===== config.mk =====
export PLATFORM = sky130hd
export DESIGN_NAME = pe_enable_seq
export DESIGN_NICKNAME = d
export VERILOG_FILES = /design/src/rtl/pe_seq_pkg.sv /design/src/rtl/pe_phase_timer.sv /design/src/rtl/pe_bit_shifter.sv /design/src/rtl/pe_enable_seq.sv
export SDC_FILE = /design/constraint.sdc
export NUM_CORES = 1
export LEC_CHECK = 0
export BUFFER_PORTS_ARGS = -buffer_cell sky130_fd_sc_hd__buf_4
export CORE_ASPECT_RATIO = 0.75
export CORE_MARGIN = 2
export CORE_UTILIZATION = 51
export CTS_BUF_LIST = sky130_fd_sc_hd__clkbuf_4 sky130_fd_sc_hd__clkbuf_8 sky130_fd_sc_hd__clkbuf_16
export DETAILED_ROUTE_END_ITERATION = 16
export PLACE_DENSITY = 0.72
export SLEW_MARGIN = 25
export SYNTH_ARGS = -nofsm -noshare
export SYNTH_HDL_FRONTEND = slang
export SYNTH_SLANG_ARGS = --single-unit

===== constraint.sdc =====
create_clock -name clk -period 6.12 [get_ports clk]
set_clock_uncertainty 0.2 [all_clocks]
set_input_delay 0.918 -clock clk [delete_from_list [all_inputs] [get_ports clk]]
set_output_delay 0.918 -clock clk [all_outputs]
set_load 0.01 [all_outputs]

===== src/rtl/pe_seq_pkg.sv =====
package pe_seq_pkg;

   typedef enum logic [2:0] {
      PS_IDLE,
      PS_PULSE,
      PS_SETTLE,
      PS_XFER,
      PS_CHECK,
      PS_DONE,
      PS_FAIL
   } pe_state_e;

   function automatic int unsigned pe_max3(input int unsigned a,
                                           input int unsigned b,
                                           input int unsigned c);
      int unsigned m;
      m = a;
      if (b > m) m = b;
      if (c > m) m = c;
      return m;
   endfunction

endpackage


===== src/rtl/pe_phase_timer.sv =====
module pe_phase_timer #(
   parameter int unsigned CW = 8
) (
   input  logic          clk,
   input  logic          rst_n,
   input  logic          load_i,
   input  logic [CW-1:0] load_val_i,
   output logic          zero_o
);

   logic [CW-1:0] cnt_q;

   always_ff @(posedge clk or negedge rst_n) begin
      if (!rst_n) begin
         cnt_q <= '0;
      end else if (load_i) begin
         cnt_q <= load_val_i;
      end else if (cnt_q != '0) begin
         cnt_q <= cnt_q - 1'b1;
      end
   end

   assign zero_o = (cnt_q == '0);

   // the phase counter only moves down between loads
   a_r3_count_down: assert property (@(posedge clk) disable iff (!rst_n)
      (!load_i && cnt_q != '0) |=> (cnt_q < $past(cnt_q)));

endmodule


===== src/rtl/pe_bit_shifter.sv =====
module pe_bit_shifter #(
   parameter int unsigned NBYTES    = 4,
   parameter int unsigned BW        = 8,
   parameter int unsigned ECHO_IDX  = 2,
   parameter bit          LSB_FIRST = 1'b0,
   localparam int unsigned CMDW     = NBYTES * BW,
   localparam int unsigned BIW      = $clog2(BW),
   localparam int unsigned BYW      = $clog2(NBYTES)
) (
   input  logic            clk,
   input  logic            rst_n,
   input  logic            go_i,
   input  logic            tick_i,
   input  logic            miso_i,
   input  logic [CMDW-1:0] cmd_i,
   output logic            sck_o,
   output logic            mosi_o,
   output logic            last_o,
   output logic [BW-1:0]   echo_o
);

   logic            act_q;
   logic            ph_q;
   logic [BIW-1:0]  bcnt_q;
   logic [BYW-1:0]  ycnt_q;
   logic [BW-1:0]   rx_q;
   logic [BW-1:0]   echo_q;
   logic [BW-1:0]   cur_byte;
   logic [CMDW-1:0] cmd_sh;
   logic            bit_sel;
   logic [BW-1:0]   rx_nxt;
   logic            last_bit;
   logic            last_byte;

   always_comb begin
      cmd_sh   = cmd_i << (int'(ycnt_q) * BW);
      cur_byte = cmd_sh[CMDW-1 -: BW];
   end

   generate
      if (LSB_FIRST) begin : g_lsb
         assign bit_sel = cur_byte[bcnt_q];
         assign rx_nxt  = {miso_i, rx_q[BW-1:1]};
      end else begin : g_msb
         assign bit_sel = cur_byte[BIW'(BW-1) - bcnt_q];
         assign rx_nxt  = {rx_q[BW-2:0], miso_i};
      end
   endgenerate

   assign last_bit  = (bcnt_q == BIW'(BW-1));
   assign last_byte = (ycnt_q == BYW'(NBYTES-1));

   always_ff @(posedge clk or negedge rst_n) begin
      if (!rst_n) begin
         act_q  <= 1'b0;
         ph_q   <= 1'b0;
         bcnt_q <= '0;
         ycnt_q <= '0;
         rx_q   <= '0;
         echo_q <= '0;
      end else if (go_i) begin
         act_q  <= 1'b1;
         ph_q   <= 1'b0;
         bcnt_q <= '0;
         ycnt_q <= '0;
         rx_q   <= '0;
      end else if (tick_i && act_q) begin
         if (!ph_q) begin
            rx_q <= rx_nxt;
            ph_q <= 1'b1;
         end else begin
            ph_q <= 1'b0;
            if (last_bit) begin
               bcnt_q <= '0;
               if (ycnt_q == BYW'(ECHO_IDX)) echo_q <= rx_q;
               if (last_byte) act_q  <= 1'b0;
               else           ycnt_q <= ycnt_q + 1'b1;
            end else begin
               bcnt_q <= bcnt_q + 1'b1;
            end
         end
      end
   end

   assign sck_o  = act_q & ph_q;
   assign mosi_o = act_q & bit_sel;
   assign last_o = tick_i & act_q & ph_q & last_bit & last_byte;
   assign echo_o = echo_q;

   // data is steady across every rising serial clock edge
   a_r5_mosi_stable_rise: assert property (@(posedge clk) disable iff (!rst_n)
      $rose(sck_o) |-> $stable(mosi_o));

   // a finished transfer leaves the clock low
   a_r4_idle_clock_low: assert property (@(posedge clk) disable iff (!rst_n)
      last_o |=> !sck_o);

endmodule


===== src/rtl/pe_enable_seq.sv =====
module pe_enable_seq
   import pe_seq_pkg::*;
#(
   parameter int unsigned RST_PULSE_CYC = 4,
   parameter int unsigned SETTLE_CYC    = 40,
   parameter int unsigned HALF_CYC      = 3,
   parameter int unsigned MAX_TRIES     = 3,
   parameter int unsigned NBYTES        = 4,
   parameter int unsigned BW            = 8,
   parameter logic [NBYTES*BW-1:0] CMD  = 32'hAC53_0000,
   parameter int unsigned ECHO_IDX      = 2,
   parameter logic [BW-1:0] ECHO_VAL    = 8'h53,
   parameter bit          LSB_FIRST     = 1'b0
) (
   input  logic clk,
   input  logic rst_n,
   input  logic start,
   input  logic miso,
   output logic tgt_reset,
   output logic sck,
   output logic mosi,
   output logic busy,
   output logic done,
   output logic fail
);

   localparam int unsigned MAXC = pe_max3(RST_PULSE_CYC, SETTLE_CYC, HALF_CYC);
   localparam int unsigned CW   = $clog2(MAXC + 1);
   localparam int unsigned TW   = $clog2(MAX_TRIES + 1);

   generate
      if (RST_PULSE_CYC < 2) begin : g_bad_pulse
         $error("RST_PULSE_CYC must be at least 2");
      end
      if (SETTLE_CYC < 1 || HALF_CYC < 1) begin : g_bad_timing
         $error("SETTLE_CYC and HALF_CYC must be at least 1");
      end
      if (MAX_TRIES < 1) begin : g_bad_tries
         $error("MAX_TRIES must be at least 1");
      end
      if (NBYTES < 2 || BW < 2 || ECHO_IDX >= NBYTES) begin : g_bad_frame
         $error("frame shape parameters out of range");
      end
   endgenerate

   pe_state_e      st_q, st_d;
   logic [TW-1:0]  tries_q;
   logic           tries_clr, tries_inc;
   logic           tmr_load;
   logic [CW-1:0]  tmr_val;
   logic           tmr_zero;
   logic           sh_go, sh_tick, sh_last;
   logic [BW-1:0]  echo;
   logic           launchable;

   assign launchable = (st_q == PS_IDLE) || (st_q == PS_DONE) || (st_q == PS_FAIL);

   always_comb begin
      st_d      = st_q;
      tmr_load  = 1'b0;
      tmr_val   = '0;
      sh_go     = 1'b0;
      sh_tick   = 1'b0;
      tries_clr = 1'b0;
      tries_inc = 1'b0;
      case (st_q)
         PS_IDLE, PS_DONE, PS_FAIL: begin
            if (start) begin
               st_d      = PS_PULSE;
               tmr_load  = 1'b1;
               tmr_val   = CW'(RST_PULSE_CYC - 1);
               tries_clr = 1'b1;
            end
         end
         PS_PULSE: begin
            if (tmr_zero) begin
               st_d     = PS_SETTLE;
               tmr_load = 1'b1;
               tmr_val  = CW'(SETTLE_CYC - 1);
            end
         end
         PS_SETTLE: begin
            if (tmr_zero) begin
               st_d     = PS_XFER;
               tmr_load = 1'b1;
               tmr_val  = CW'(HALF_CYC - 1);
               sh_go    = 1'b1;
            end
         end
         PS_XFER: begin
            if (tmr_zero) begin
               sh_tick  = 1'b1;
               tmr_load = 1'b1;
               tmr_val  = CW'(HALF_CYC - 1);
               if (sh_last) st_d = PS_CHECK;
            end
         end
         PS_CHECK: begin
            if (echo == ECHO_VAL) begin
               st_d = PS_DONE;
            end else if (tries_q == TW'(MAX_TRIES - 1)) begin
               st_d = PS_FAIL;
            end else begin
               st_d      = PS_PULSE;
               tmr_load  = 1'b1;
               tmr_val   = CW'(RST_PULSE_CYC - 1);
               tries_inc = 1'b1;
            end
         end
         default: st_d = PS_IDLE;
      endcase
   end

   always_ff @(posedge clk or negedge rst_n) begin
      if (!rst_n) begin
         st_q    <= PS_IDLE;
         tries_q <= '0;
      end else begin
         st_q <= st_d;
         if (tries_clr)      tries_q <= '0;
         else if (tries_inc) tries_q <= tries_q + 1'b1;
      end
   end

   pe_phase_timer #(.CW(CW)) timer_i (
      .clk        (clk),
      .rst_n      (rst_n),
      .load_i     (tmr_load),
      .load_val_i (tmr_val),
      .zero_o     (tmr_zero)
   );

   pe_bit_shifter #(
      .NBYTES    (NBYTES),
      .BW        (BW),
      .ECHO_IDX  (ECHO_IDX),
      .LSB_FIRST (LSB_FIRST)
   ) shifter_i (
      .clk    (clk),
      .rst_n  (rst_n),
      .go_i   (sh_go),
      .tick_i (sh_tick),
      .miso_i (miso),
      .cmd_i  (CMD),
      .sck_o  (sck),
      .mosi_o (mosi),
      .last_o (sh_last),
      .echo_o (echo)
   );

   assign tgt_reset = (st_q == PS_PULSE);
   assign busy      = !launchable;
   assign done      = (st_q == PS_DONE);
   assign fail      = (st_q == PS_FAIL);

   // no serial activity while the target is held in its reset pulse
   a_r2_quiet_in_pulse: assert property (@(posedge clk) disable iff (!rst_n)
      tgt_reset |-> (!sck && !mosi));

   // a finished, matched sequence keeps the serial clock parked low
   a_r7_done_parks_clock: assert property (@(posedge clk) disable iff (!rst_n)
      done |-> (!sck && !tgt_reset));

   // a start request during a running attempt does not end it
   a_r9_busy_ignores_start: assert property (@(posedge clk) disable iff (!rst_n)
      (busy && start && st_q != PS_CHECK) |=> busy);

   // the fail flag rises only when the retry budget is spent
   a_r8_fail_at_limit: assert property (@(posedge clk) disable iff (!rst_n)
      $rose(fail) |-> (tries_q == TW'(MAX_TRIES - 1)));

   // the comparison cycle is entered only from a transfer
   a_r6_check_after_xfer: assert property (@(posedge clk) disable iff (!rst_n)
      (st_q == PS_CHECK) |-> ($past(st_q) == PS_XFER));

endmodule


==> impl_results.md <==
* Status: completed
* Hold Violations, Final at 0
* Die H at 55.7 um
* CTS Root Cell: clkbuf_8
* FF-to-FF Start: timer_i.cnt_q[0]
* YS warnings at 0
* Post-CTS Setup Bufs at 0
* Compound-Gate Fraction of Synth Area at 10.7%
* Final Cycle Share at 45.5%
* Die footprint at 0.00406 mm2
* Gr ovfl total at 0
* Fin area at 0.00205 mm2
* Reg power frac at 40.2%
* Worst Hold Launch: shifter_i.echo_o[7]
* Switch share at 34.1%
* DRC at 0
* Share of layout cells above drive strength 1 at 16.6%
* Relative slew slack at 52.5%
* CP Max Fanout at 15
* GPL Wtd Cong at 0.876
* Placed cell count at 231
* CP Data Required Time at 5.00 ns
* Worst Tran Pin Value at 0.708 ns
* Non-filler cells, final at 239
* Setup crit start: st_q[0]
* Post-synthesis sequential area ratio at 46.9%
* First-pass GRT wire length at 6090 um
* Comb pwr share at 30.4%
* Initial DRC count at 109
* Final setup viols at 0
* Antenna Nets Post-Route at 0
* Clock Tree Buf Depth at 2
* Synth-to-Final Area Change at 13.0%
* End-of-flow core utilization at 61.1%
* Max-cap violations at 0
* Slowest cell on crit path: dfrtp_1
* Power per cell area at 419 mW/mm2
* Internal cell power at 0.000565 W
* Post-Syn Area per Cell at 9.65 um2
* CTS tree: done
* H-tree lvl count at 2
* Sum Neg Setup Slack at 0 ns
* Drt total wl at 3510 um
* Critical path cell sequence: nor3b_1 -> buf_4
* CTS buffer count at 5
* Post-synthesis xor/xnor area fraction at 2.41%
* Buf+Inv Stages, Crit Path at 1
* Starting Density at 54.1%
* Routed len/inst at 14.7 um
* Cell Area, Synth at 0.00181 mm2
* Antenna violations before repair at 0
* Clk pwr share at 29.4%
* Post-Syn Nets at 200
* Core Region at 0.00336 mm2
* Max incr delay on CP at 0.61 ns
* Post-route minimum period at 2.78 ns
* IO Pins at 10
* Largest net degree at the start of global routing at 35
* Crit start category: flop
* Peak supply drop at 0.236 mV
* CP Class: flop to output pin
* Die width at 72.9 um
* Synth Area in Adders at 5.52%
* DP HPWL at 2450 um
* Via count at 1361
* Synth Instances at 188
* DR vias/cell at 5.69
* Main synth FF type: dfrtp_1
* Diodes inserted at 0
* Port Buffers at 9
* Hold WC Path Type: flop to flop
* # clock sinks at 34
* WP data arrival at 1.67 ns
* Fraction of the mapped netlist area in simple logic gates at 23.4%
* Crit path capture type: output pin
* Vias in the first global route at 1309
* Asr flop ratio synth at 100%
* Synth Register Bits at 34
* FMAX at 0.359 GHz
* Largest family of logic cells by synthesized area: simple AND/OR/NAND/NOR gates
* DR pass1 iterations at 4
* RSZ-0062 raised after global routing: false
* Gr usage total at 19.9%
* Cell Rows at 18
* CTS resizes at 0
* Placed Instance Area at 0.00191 mm2
* Fin nets at 210
* Clock transition at path regs at 0.08 ns
* Worst path top cell family by delay: flip-flops
* Clk_lat worst skew at 0.30 ns
* Leak at 0.914 nW
* Post-synth EDFFs at 0
* Cts hold-fix bufs at 0
* Mux cell area share after synthesis at 8.00%
* Switch Pwr at 0.000293 W
* Synth cell types at 36
* Fin. max-slew vios at 0
-- power by group through the flow --
stage / clock network (W) / registers [W] / logic [W]
after floorplan: 0 / 0.000317 / 0.000213
after global placement: 0 / 0.000342 / 0.000247
after detailed placement: 0 / 0.000345 / 0.000261
after CTS: 0.000255 / 0.000342 / 0.000263
after global routing: 0.000267 / 0.000354 / 0.000293
final: 0.000252 / 0.000345 / 0.000261
-- flip-flops by register name, indices dropped and copies added (netlist names) --
name / cells
tries_q: 2
st_q: 3
shifter_i.echo_o: 8
shifter_i.act_q: 1
timer_i.cnt_q: 6
shifter_i.ycnt_q: 2
shifter_i.rx_q: 8
shifter_i.bcnt_q: 3
shifter_i.ph_q: 1
-- cells in the mapped netlist, types with 2 or more instances --
library cell / n / area share, %
o21ai_0: 15 / 4.1
nand4_1: 2 / 0.69
ha_1: 8 / 5.5
nand2b_1: 2 / 0.69
nor3_1: 10 / 2.8
buf_2: 2 / 0.55
mux2i_1: 4 / 2.2
mux2_2: 8 / 5.0
nand3_1: 4 / 1.1
a21oi_1: 8 / 2.2
dfrtp_1: 34 / 47
o31ai_1: 3 / 1.2
or2_2: 2 / 0.69
inv_1: 8 / 1.7
nor2_1: 13 / 2.7
clkbuf_1: 4 / 0.83
nor3b_1: 5 / 2.1
or3b_4: 2 / 1.2
nand2_1: 27 / 5.6
nor2b_1: 3 / 1.0
o21bai_1: 2 / 0.83
xnor2_1: 5 / 2.4
or3_1: 3 / 1.0
and2_1: 2 / 0.69
-- stage by stage --
step                hold WS, ns  power (W)  setup WS [ns]
floorplan                 0.266   0.000530           3.69
global placement          0.285   0.000589           3.39
detailed placement        0.293   0.000606           3.55
CTS                       0.311   0.000860           3.34
global route              0.340   0.000913           3.27
finish                    0.308   0.000858           3.34
-- logic make-up (layout without fill, tap and decap cells) --
| group | after synthesis | in the layout |
|---|---|---|
| adders and majority gates | 8 | 8 |
| buffers and inverters | 14 | 25 |
| muxes | 13 | 13 |
| xor gates and xnor gates | 5 | 5 |
| DFF | 34 | 34 |
| and+or+nand+nor | 81 | 81 |
| AOI/OAI and AO/OA | 33 | 33 |
-- metal layers --
metal	GRT usage, %	up-vias	share of wire (%)
met4	8.47	0	1.2
li1	-	668	-
met1	27.5	660	48
met5	0	-	0
met3	5.07	7	4.4
met2	29.7	26	46
-- cell type report --
cell class	instances	area, um2
clock buffer	5	68.8
fill	256	1310
sequential	34	851
timing repair buffer	9	67.6
inverter	8	30.0
clock inverter	3	68.8
tap	40	50.0
multi-input combinational	140	913
-- final timing paths --
kind	to	slack, ns	cells after the start
max	tgt_reset	3.34	2
min	shifter_i.echo_o[7]	0.31	1
max reg2reg	st_q[0]	3.51	7
min reg2reg	shifter_i.echo_o[7]	0.31	1
max in group asynchronous	shifter_i.echo_o[0]	5.04	1
min in group asynchronous	shifter_i.rx_q[5]	0.36	1
-- cell usage in the layout, fill, tap and decap left out, types with 8 or more instances in the layout --
master,count
nand2_1,27
buf_4,9
o21ai_0,15
mux2_2,8
dfrtp_1,34
nor2_1,13
nor3_1,9
inv_1,8
ha_1,8
a21oi_1,8
(Power assumes the default switching activity.)
